`config.mk`:
```
export PLATFORM = sky130hd
export DESIGN_NAME = irq_arbiter
export DESIGN_NICKNAME = d
export VERILOG_FILES = /design/src/rtl/irq_pkg.sv /design/src/rtl/irq_pend_reg.sv /design/src/rtl/irq_mask_gen.sv /design/src/rtl/irq_prio_sel.sv /design/src/rtl/irq_arbiter.sv
export SDC_FILE = /design/constraint.sdc
export NUM_CORES = 1
export LEC_CHECK = 0
export BUFFER_PORTS_ARGS = -buffer_cell sky130_fd_sc_hd__buf_2
export CAP_MARGIN = 20
export CORE_MARGIN = 4
export CORE_UTILIZATION = 47
export DETAILED_ROUTE_END_ITERATION = 10
export GPL_TIMING_DRIVEN = 1
export PLACE_DENSITY = 0.82
export SKIP_CTS_REPAIR_TIMING = 1
export SLEW_MARGIN = 0
export SYNTH_ARGS = -nofsm -noshare
export SYNTH_HDL_FRONTEND = slang
export SYNTH_SLANG_ARGS = --single-unit
export TNS_END_PERCENT = 30
```
`constraint.sdc`:
```
create_clock -name clk -period 2.55 [get_ports clk]
set_input_delay 0.1275 -clock clk [delete_from_list [all_inputs] [get_ports clk]]
set_output_delay 0.1275 -clock clk [all_outputs]
set_load 0.01 [all_outputs]
```
`src/rtl/irq_pkg.sv`:
```
`timescale 1ns/1ps
package irq_pkg;
   typedef enum logic [1:0] {
      LVL_USER  = 2'b00,
      LVL_SUPER = 2'b01,
      LVL_RSVD  = 2'b10,
      LVL_MACH  = 2'b11
   } lvl_t;

   // standard cause classes inside causes 0..15
   localparam logic [15:0] CLS_MACH  = 16'h0888;
   localparam logic [15:0] CLS_SUPER = 16'h0222;
   localparam logic [15:0] CLS_USER  = 16'h0111;

   localparam int NUM_STD_ORDER = 9;
   localparam int LOCAL_BASE    = 16;

   // fixed priority among standard causes
   function automatic int std_order(input int k);
      case (k)
         0: std_order = 11;
         1: std_order = 3;
         2: std_order = 7;
         3: std_order = 9;
         4: std_order = 1;
         5: std_order = 5;
         6: std_order = 8;
         7: std_order = 0;
         default: std_order = 4;
      endcase
   endfunction
endpackage

```
`src/rtl/irq_pend_reg.sv`:
```
`timescale 1ns/1ps
module irq_pend_reg #(
   parameter int NUM_LOCAL = 48,
   parameter int NUM_W     = 7,
   parameter int NMI_NUM   = 64,
   localparam int NC       = 16 + NUM_LOCAL
) (
   input  logic                 clk,
   input  logic                 rst,
   input  logic                 post_valid,
   input  logic [NUM_W-1:0]     post_num,
   input  logic                 clr_valid,
   input  logic [NUM_W-1:0]     clr_num,
   input  logic                 clr_all,
   input  logic [NUM_LOCAL-1:0] local_pin,
   output logic [NC-1:0]        pend_q,
   output logic                 nmi_q
);
   localparam logic [NUM_W-1:0] NC_N  = NUM_W'(NC);
   localparam logic [NUM_W-1:0] NMI_N = NUM_W'(NMI_NUM);

   logic [NC-1:0] pend_d;
   logic          nmi_d;

   always_comb begin
      pend_d = pend_q;
      nmi_d  = nmi_q;
      if (clr_valid) begin
         if (clr_num == NMI_N)     nmi_d = 1'b0;
         else if (clr_num < NC_N)  pend_d[clr_num] = 1'b0;
      end
      if (post_valid) begin
         if (post_num == NMI_N)    nmi_d = 1'b1;
         else if (post_num < NC_N) pend_d[post_num] = 1'b1;
      end
      pend_d[NC-1:16] = pend_d[NC-1:16] | local_pin;
      if (clr_all) begin
         pend_d = '0;
         nmi_d  = 1'b0;
      end
   end

   always_ff @(posedge clk) begin
      if (rst) begin
         pend_q <= '0;
         nmi_q  <= 1'b0;
      end else begin
         pend_q <= pend_d;
         nmi_q  <= nmi_d;
      end
   end
endmodule

```
`src/rtl/irq_mask_gen.sv`:
```
`timescale 1ns/1ps
module irq_mask_gen
   import irq_pkg::*;
#(
   parameter int NUM_LOCAL = 48,
   localparam int NC       = 16 + NUM_LOCAL
) (
   input  lvl_t          lvl,
   input  logic          st_mie,
   input  logic          st_sie,
   input  logic          st_uie,
   input  logic          has_s,
   input  logic          has_n,
   input  logic [NC-1:0] mdeleg,
   input  logic [NC-1:0] sdeleg,
   output logic [NC-1:0] gmask,
   output logic          bad_lvl
);
   logic [NC-1:0] loc_v, mach_v, sup_v, usr_v;
   logic [NC-1:0] md_eff, sd_eff;

   assign mach_v = NC'(CLS_MACH);
   assign sup_v  = NC'(CLS_SUPER);
   assign usr_v  = NC'(CLS_USER);

   for (genvar i = 0; i < NC; i++) begin : g_loc
      if (i >= LOCAL_BASE) begin : g_on
         assign loc_v[i] = 1'b1;
      end else begin : g_off
         assign loc_v[i] = 1'b0;
      end
   end

   assign md_eff = (has_s | has_n) ? mdeleg : '0;
   assign sd_eff = (has_s & has_n) ? sdeleg : '0;

   always_comb begin
      gmask   = '0;
      bad_lvl = 1'b0;
      unique case (lvl)
         LVL_MACH:
            gmask = st_mie ? (mach_v | loc_v) : '0;
         LVL_SUPER:
            gmask = ((mach_v | loc_v) & (~md_eff | {NC{st_sie}}))
                  | (st_sie ? sup_v : '0);
         LVL_USER:
            if (has_s)
               gmask = ((mach_v | sup_v | loc_v) & (~sd_eff | {NC{st_uie}}))
                     | (st_uie ? usr_v : '0);
            else
               gmask = ((mach_v | loc_v) & (~md_eff | {NC{st_uie}}))
                     | (st_uie ? usr_v : '0);
         default: begin
            gmask   = '0;
            bad_lvl = 1'b1;
         end
      endcase
   end
endmodule

```
`src/rtl/irq_prio_sel.sv`:
```
`timescale 1ns/1ps
module irq_prio_sel
   import irq_pkg::*;
#(
   parameter int NUM_LOCAL = 48,
   localparam int NC       = 16 + NUM_LOCAL,
   localparam int CW       = $clog2(NC),
   localparam int NORD     = NUM_STD_ORDER + NUM_LOCAL
) (
   input  logic [NC-1:0] cand,
   output logic          hit,
   output logic [CW-1:0] sel
);
   always_comb begin
      hit = 1'b0;
      sel = '0;
      // scan from lowest to highest priority, last match wins
      for (int k = NORD - 1; k >= 0; k--) begin
         int idx;
         idx = (k < NUM_STD_ORDER) ? std_order(k)
                                   : LOCAL_BASE + k - NUM_STD_ORDER;
         if (cand[idx]) begin
            hit = 1'b1;
            sel = CW'(idx);
         end
      end
   end
endmodule

```
`src/rtl/irq_arbiter.sv`:
```
`timescale 1ns/1ps
module irq_arbiter
   import irq_pkg::*;
#(
   parameter int NUM_LOCAL = 48,
   parameter int NUM_W     = 7,
   parameter int NMI_NUM   = 64,
   localparam int NC       = 16 + NUM_LOCAL,
   localparam int CW       = $clog2(NC)
) (
   input  logic                 clk,
   input  logic                 rst,
   input  logic [1:0]           priv_lvl,
   input  logic                 st_mie,
   input  logic                 st_sie,
   input  logic                 st_uie,
   input  logic                 has_s,
   input  logic                 has_n,
   input  logic [NC-1:0]        mdeleg,
   input  logic [NC-1:0]        sdeleg,
   input  logic [NC-1:0]        irq_en,
   input  logic                 post_valid,
   input  logic [NUM_W-1:0]     post_num,
   input  logic                 clr_valid,
   input  logic [NUM_W-1:0]     clr_num,
   input  logic                 clr_all,
   input  logic [NUM_LOCAL-1:0] local_pin,
   output logic                 irq_valid,
   output logic                 irq_nmi,
   output logic [CW-1:0]        irq_cause,
   output logic                 priv_err
);
   if (NUM_LOCAL < 1 || NUM_LOCAL > 48) begin : g_bad_local
      $error("irq_arbiter: NUM_LOCAL must be 1..48");
   end
   if (NMI_NUM < NC || NMI_NUM >= (1 << NUM_W)) begin : g_bad_nmi
      $error("irq_arbiter: NMI_NUM must lie above the causes and fit NUM_W");
   end

   logic [NC-1:0] pend_q, gmask, cand;
   logic          nmi_q, hit;
   logic [CW-1:0] sel;

   irq_pend_reg #(.NUM_LOCAL(NUM_LOCAL), .NUM_W(NUM_W), .NMI_NUM(NMI_NUM)) u_pend (
      .clk(clk), .rst(rst),
      .post_valid(post_valid), .post_num(post_num),
      .clr_valid(clr_valid), .clr_num(clr_num), .clr_all(clr_all),
      .local_pin(local_pin), .pend_q(pend_q), .nmi_q(nmi_q)
   );

   irq_mask_gen #(.NUM_LOCAL(NUM_LOCAL)) u_mask (
      .lvl(lvl_t'(priv_lvl)), .st_mie(st_mie), .st_sie(st_sie), .st_uie(st_uie),
      .has_s(has_s), .has_n(has_n), .mdeleg(mdeleg), .sdeleg(sdeleg),
      .gmask(gmask), .bad_lvl(priv_err)
   );

   assign cand = pend_q & irq_en & gmask;

   irq_prio_sel #(.NUM_LOCAL(NUM_LOCAL)) u_sel (
      .cand(cand), .hit(hit), .sel(sel)
   );

   assign irq_nmi   = nmi_q;
   assign irq_valid = nmi_q | hit;
   assign irq_cause = nmi_q ? '0 : sel;
endmodule

```
==> metrics.csv <==
metric;value;unit
hold_class;in -> reg;
p_switching;1.03;mW
clockBufferDepth;2;
synth_top_area_share;21.4;%
numCtsBuffers;9;
maxSlewViolCount;0;
post-route-drc-count;0;
postSynthAreaPerCell;7.41;um2
setup_viol;6;
max_freq;367;MHz
gr-total-overflow;0;
synth.most_common_cell;a21oi_1;
initial_core_util;49.0;%
track_usage;34.7;%
grt_pass1_vias;7171;
fin_util;75.5;%
critPathLaunchType;primary input;
required;2420;ps
path_max_fanout;8;
die_h;116;um
drt-initial-drc-count;912;
wl_per_cell;21.9;um
internal_power;2.26;mW
core.rowCount;38;
wl;26.5;mm
cts-root-buf;clkbuf_16;
async_flop_share;0;%
diodes;0;
htree_levels;3;
drtAntennaViolNets;0;
finalHoldViolCount;0;
synthCells;733;
fillers;825;
viasPerCell;6.60;
clkTransAtPathRegs;50;ps
synth.top_cells.by_area;dfxtp_1 21%, a21oi_1 12%, o21ai_0 5.9%;
layout.cells.non_filler;1210;
ys_ff_latch;58;
vias;7985;
ioPinCount;275;
ir_worst_vdd;0.365;mV
grt_max_degree;32;
syn2layout_area_growth;54.0;%
dieWidth;116;um
period_minus_slack;2720;ps
ys_warn_count;0;
antenna_found_initial;1;
dieArea;13300;um2
clock_power_share;34.2;%
synth_cell_type_count;73;
synth_commonest_cells;127 x a21oi_1, 64 x o21ai_0, 58 x dfxtp_1;
syn_nets;999;
dp_cells;1172;
rsz0062_at_grt;true;
fin_skew;0;ps
slew_headroom;54.6;%
violations;setup timing;
leakagePower;3.94;nW
finalCritPeriodShare;107;%
tns;-386;ps
synth.cell_area;5430;um2
drive_above_1_share;43.8;%
coreArea;11100;um2
power_density;393;nW/um2
io_buffer_count;244;
clock_latency;320;ps
finalWorstSetupSlack;-174;ps
grt_pass1_wl;36.5;mm
critPathArrivalTime;2600;ps
cts_tree;yes;
cts.sinks;58;
drv_cap;0;
synth-main-ff-cell;dfxtp_1;
outcome;complete, but fails checks;
seq_power_share;29.8;%
gp_congestion;1.04;
pwr-share-comb;35.9;%
dpl.hpwl;19.9;mm
swShare;31.4;%
first_pass_iters;6;
yosysSeqAreaShare;21.4;%
synth_edf_count;0;
synth_top_area_cell;dfxtp_1;
worst-setup-path-type;in -> out;
tightest_slew;676;ps
final_nets;1331;
crit_path_end_kind;primary output;
## through the flow
step | hold slack (ps) | setup slack (ps) | total power [mW] | instance area [um2]
3_3_place_gp | 385 | -298 | 1.97 | 7430
4_1_cts | 60.4 | -370 | 3.10 | 7710
5_1_grt | 69.0 | -255 | 3.40 | 8360
2_1_floorplan | 281 | 295 | 1.48 | 5430
3_5_place_dp | 390 | -347 | 1.98 | 7430
6_report | 61.6 | -174 | 3.29 | 8360
## cell families (layout without fill, tap and decap cells)
logic type	Yosys count	after routing	synth area share [%]
AO/OA/AOI/OAI	346	346	42.5
multiplexers	2	3	0.691
AND/OR/NAND/NOR	262	262	29.8
buffers and inverters	65	401	5.67
flip-flops	58	58	21.4
## flip-flops by register name (all words and copies together) (netlist names)
register	cells
u_pend.pend_q	57
u_pend.nmi_q	1
## worst max-delay path: stages
cell      delay (ps)
buf_2            180
nand3_1          180
o21ai_4          150
buf_4            160
buf_4            150
o211ai_1         310
nand2_1          230
buf_4            200
nor3b_1          300
a21oi_2          110
o221ai_1         180
a221o_1          190
buf_2            130
## layout make-up
type	count	area [um2]	area share (%)
Tap cell	140	175	2.09
Inverter	8	30.0	0.359
Clock inverter	2	10.0	0.120
Sequential cell	58	1160	13.9
Clock buffer	14	274	3.28
Multi-Input combinational cell	611	4310	51.6
Timing Repair Buffer	377	2400	28.7
## power groups by stage
stage	Sequential [mW]	Combinational (mW)	Clock, mW
after floorplan	0.977	0.500	0
after global placement	0.994	0.980	0
after detailed placement	0.995	0.988	0
after CTS	0.977	0.995	1.13
after global routing	0.981	1.26	1.17
final	0.982	1.18	1.13
## path summary, 6_finish.rpt
path / startpoint / endpoint / slack (ps) / depth (start not counted)
max: priv_lvl[1] / irq_cause[1] / -170 / 13
min: local_pin[44] / u_pend.pend_q[60] / 60 / 3
max reg2reg: u_pend.nmi_q / u_pend.nmi_q / 1630 / 4
min reg2reg: u_pend.pend_q[30] / u_pend.pend_q[30] / 480 / 2
## layout by cell type, fill, tap and decap left out, types with 4 or more instances in the layout
| cell | n |
|---|---|
| buf_2 | 241 |
| a21oi_1 | 122 |
| buf_4 | 120 |
| o21ai_0 | 63 |
| dfxtp_1 | 58 |
| nand2_1 | 53 |
| nor2_1 | 28 |
| nand3_1 | 23 |
| and4b_1 | 23 |
| and3b_1 | 21 |
| o211ai_1 | 19 |
| nand3b_1 | 18 |
| a2111oi_2 | 14 |
| o211a_1 | 14 |
| nor2b_1 | 12 |
| and3_1 | 12 |
| clkbuf_16 | 12 |
| a31oi_1 | 10 |
| and2_1 | 10 |
| nor3_1 | 10 |
| a221oi_1 | 9 |
| a2111oi_0 | 8 |
| or3b_2 | 8 |
| inv_1 | 7 |
| a22o_1 | 7 |
| buf_12 | 7 |
| a221oi_2 | 6 |
| nand2b_1 | 6 |
| nor3b_1 | 6 |
| nand4b_1 | 5 |
| a221o_1 | 5 |
| a21oi_2 | 5 |
| a211oi_2 | 4 |
| o21ai_1 | 4 |
| a21o_1 | 4 |
| nand4_1 | 4 |
| or3_1 | 4 |
## metal layers
metal	GRT usage (%)	wire length, um	vias up
li1	-	-	3579
met1	45.9	9800	3696
met2	55.3	12100	599
met3	6.21	3330	109
met4	15.0	1240	2
met5	0	19	-
(Power assumes the default switching activity.)
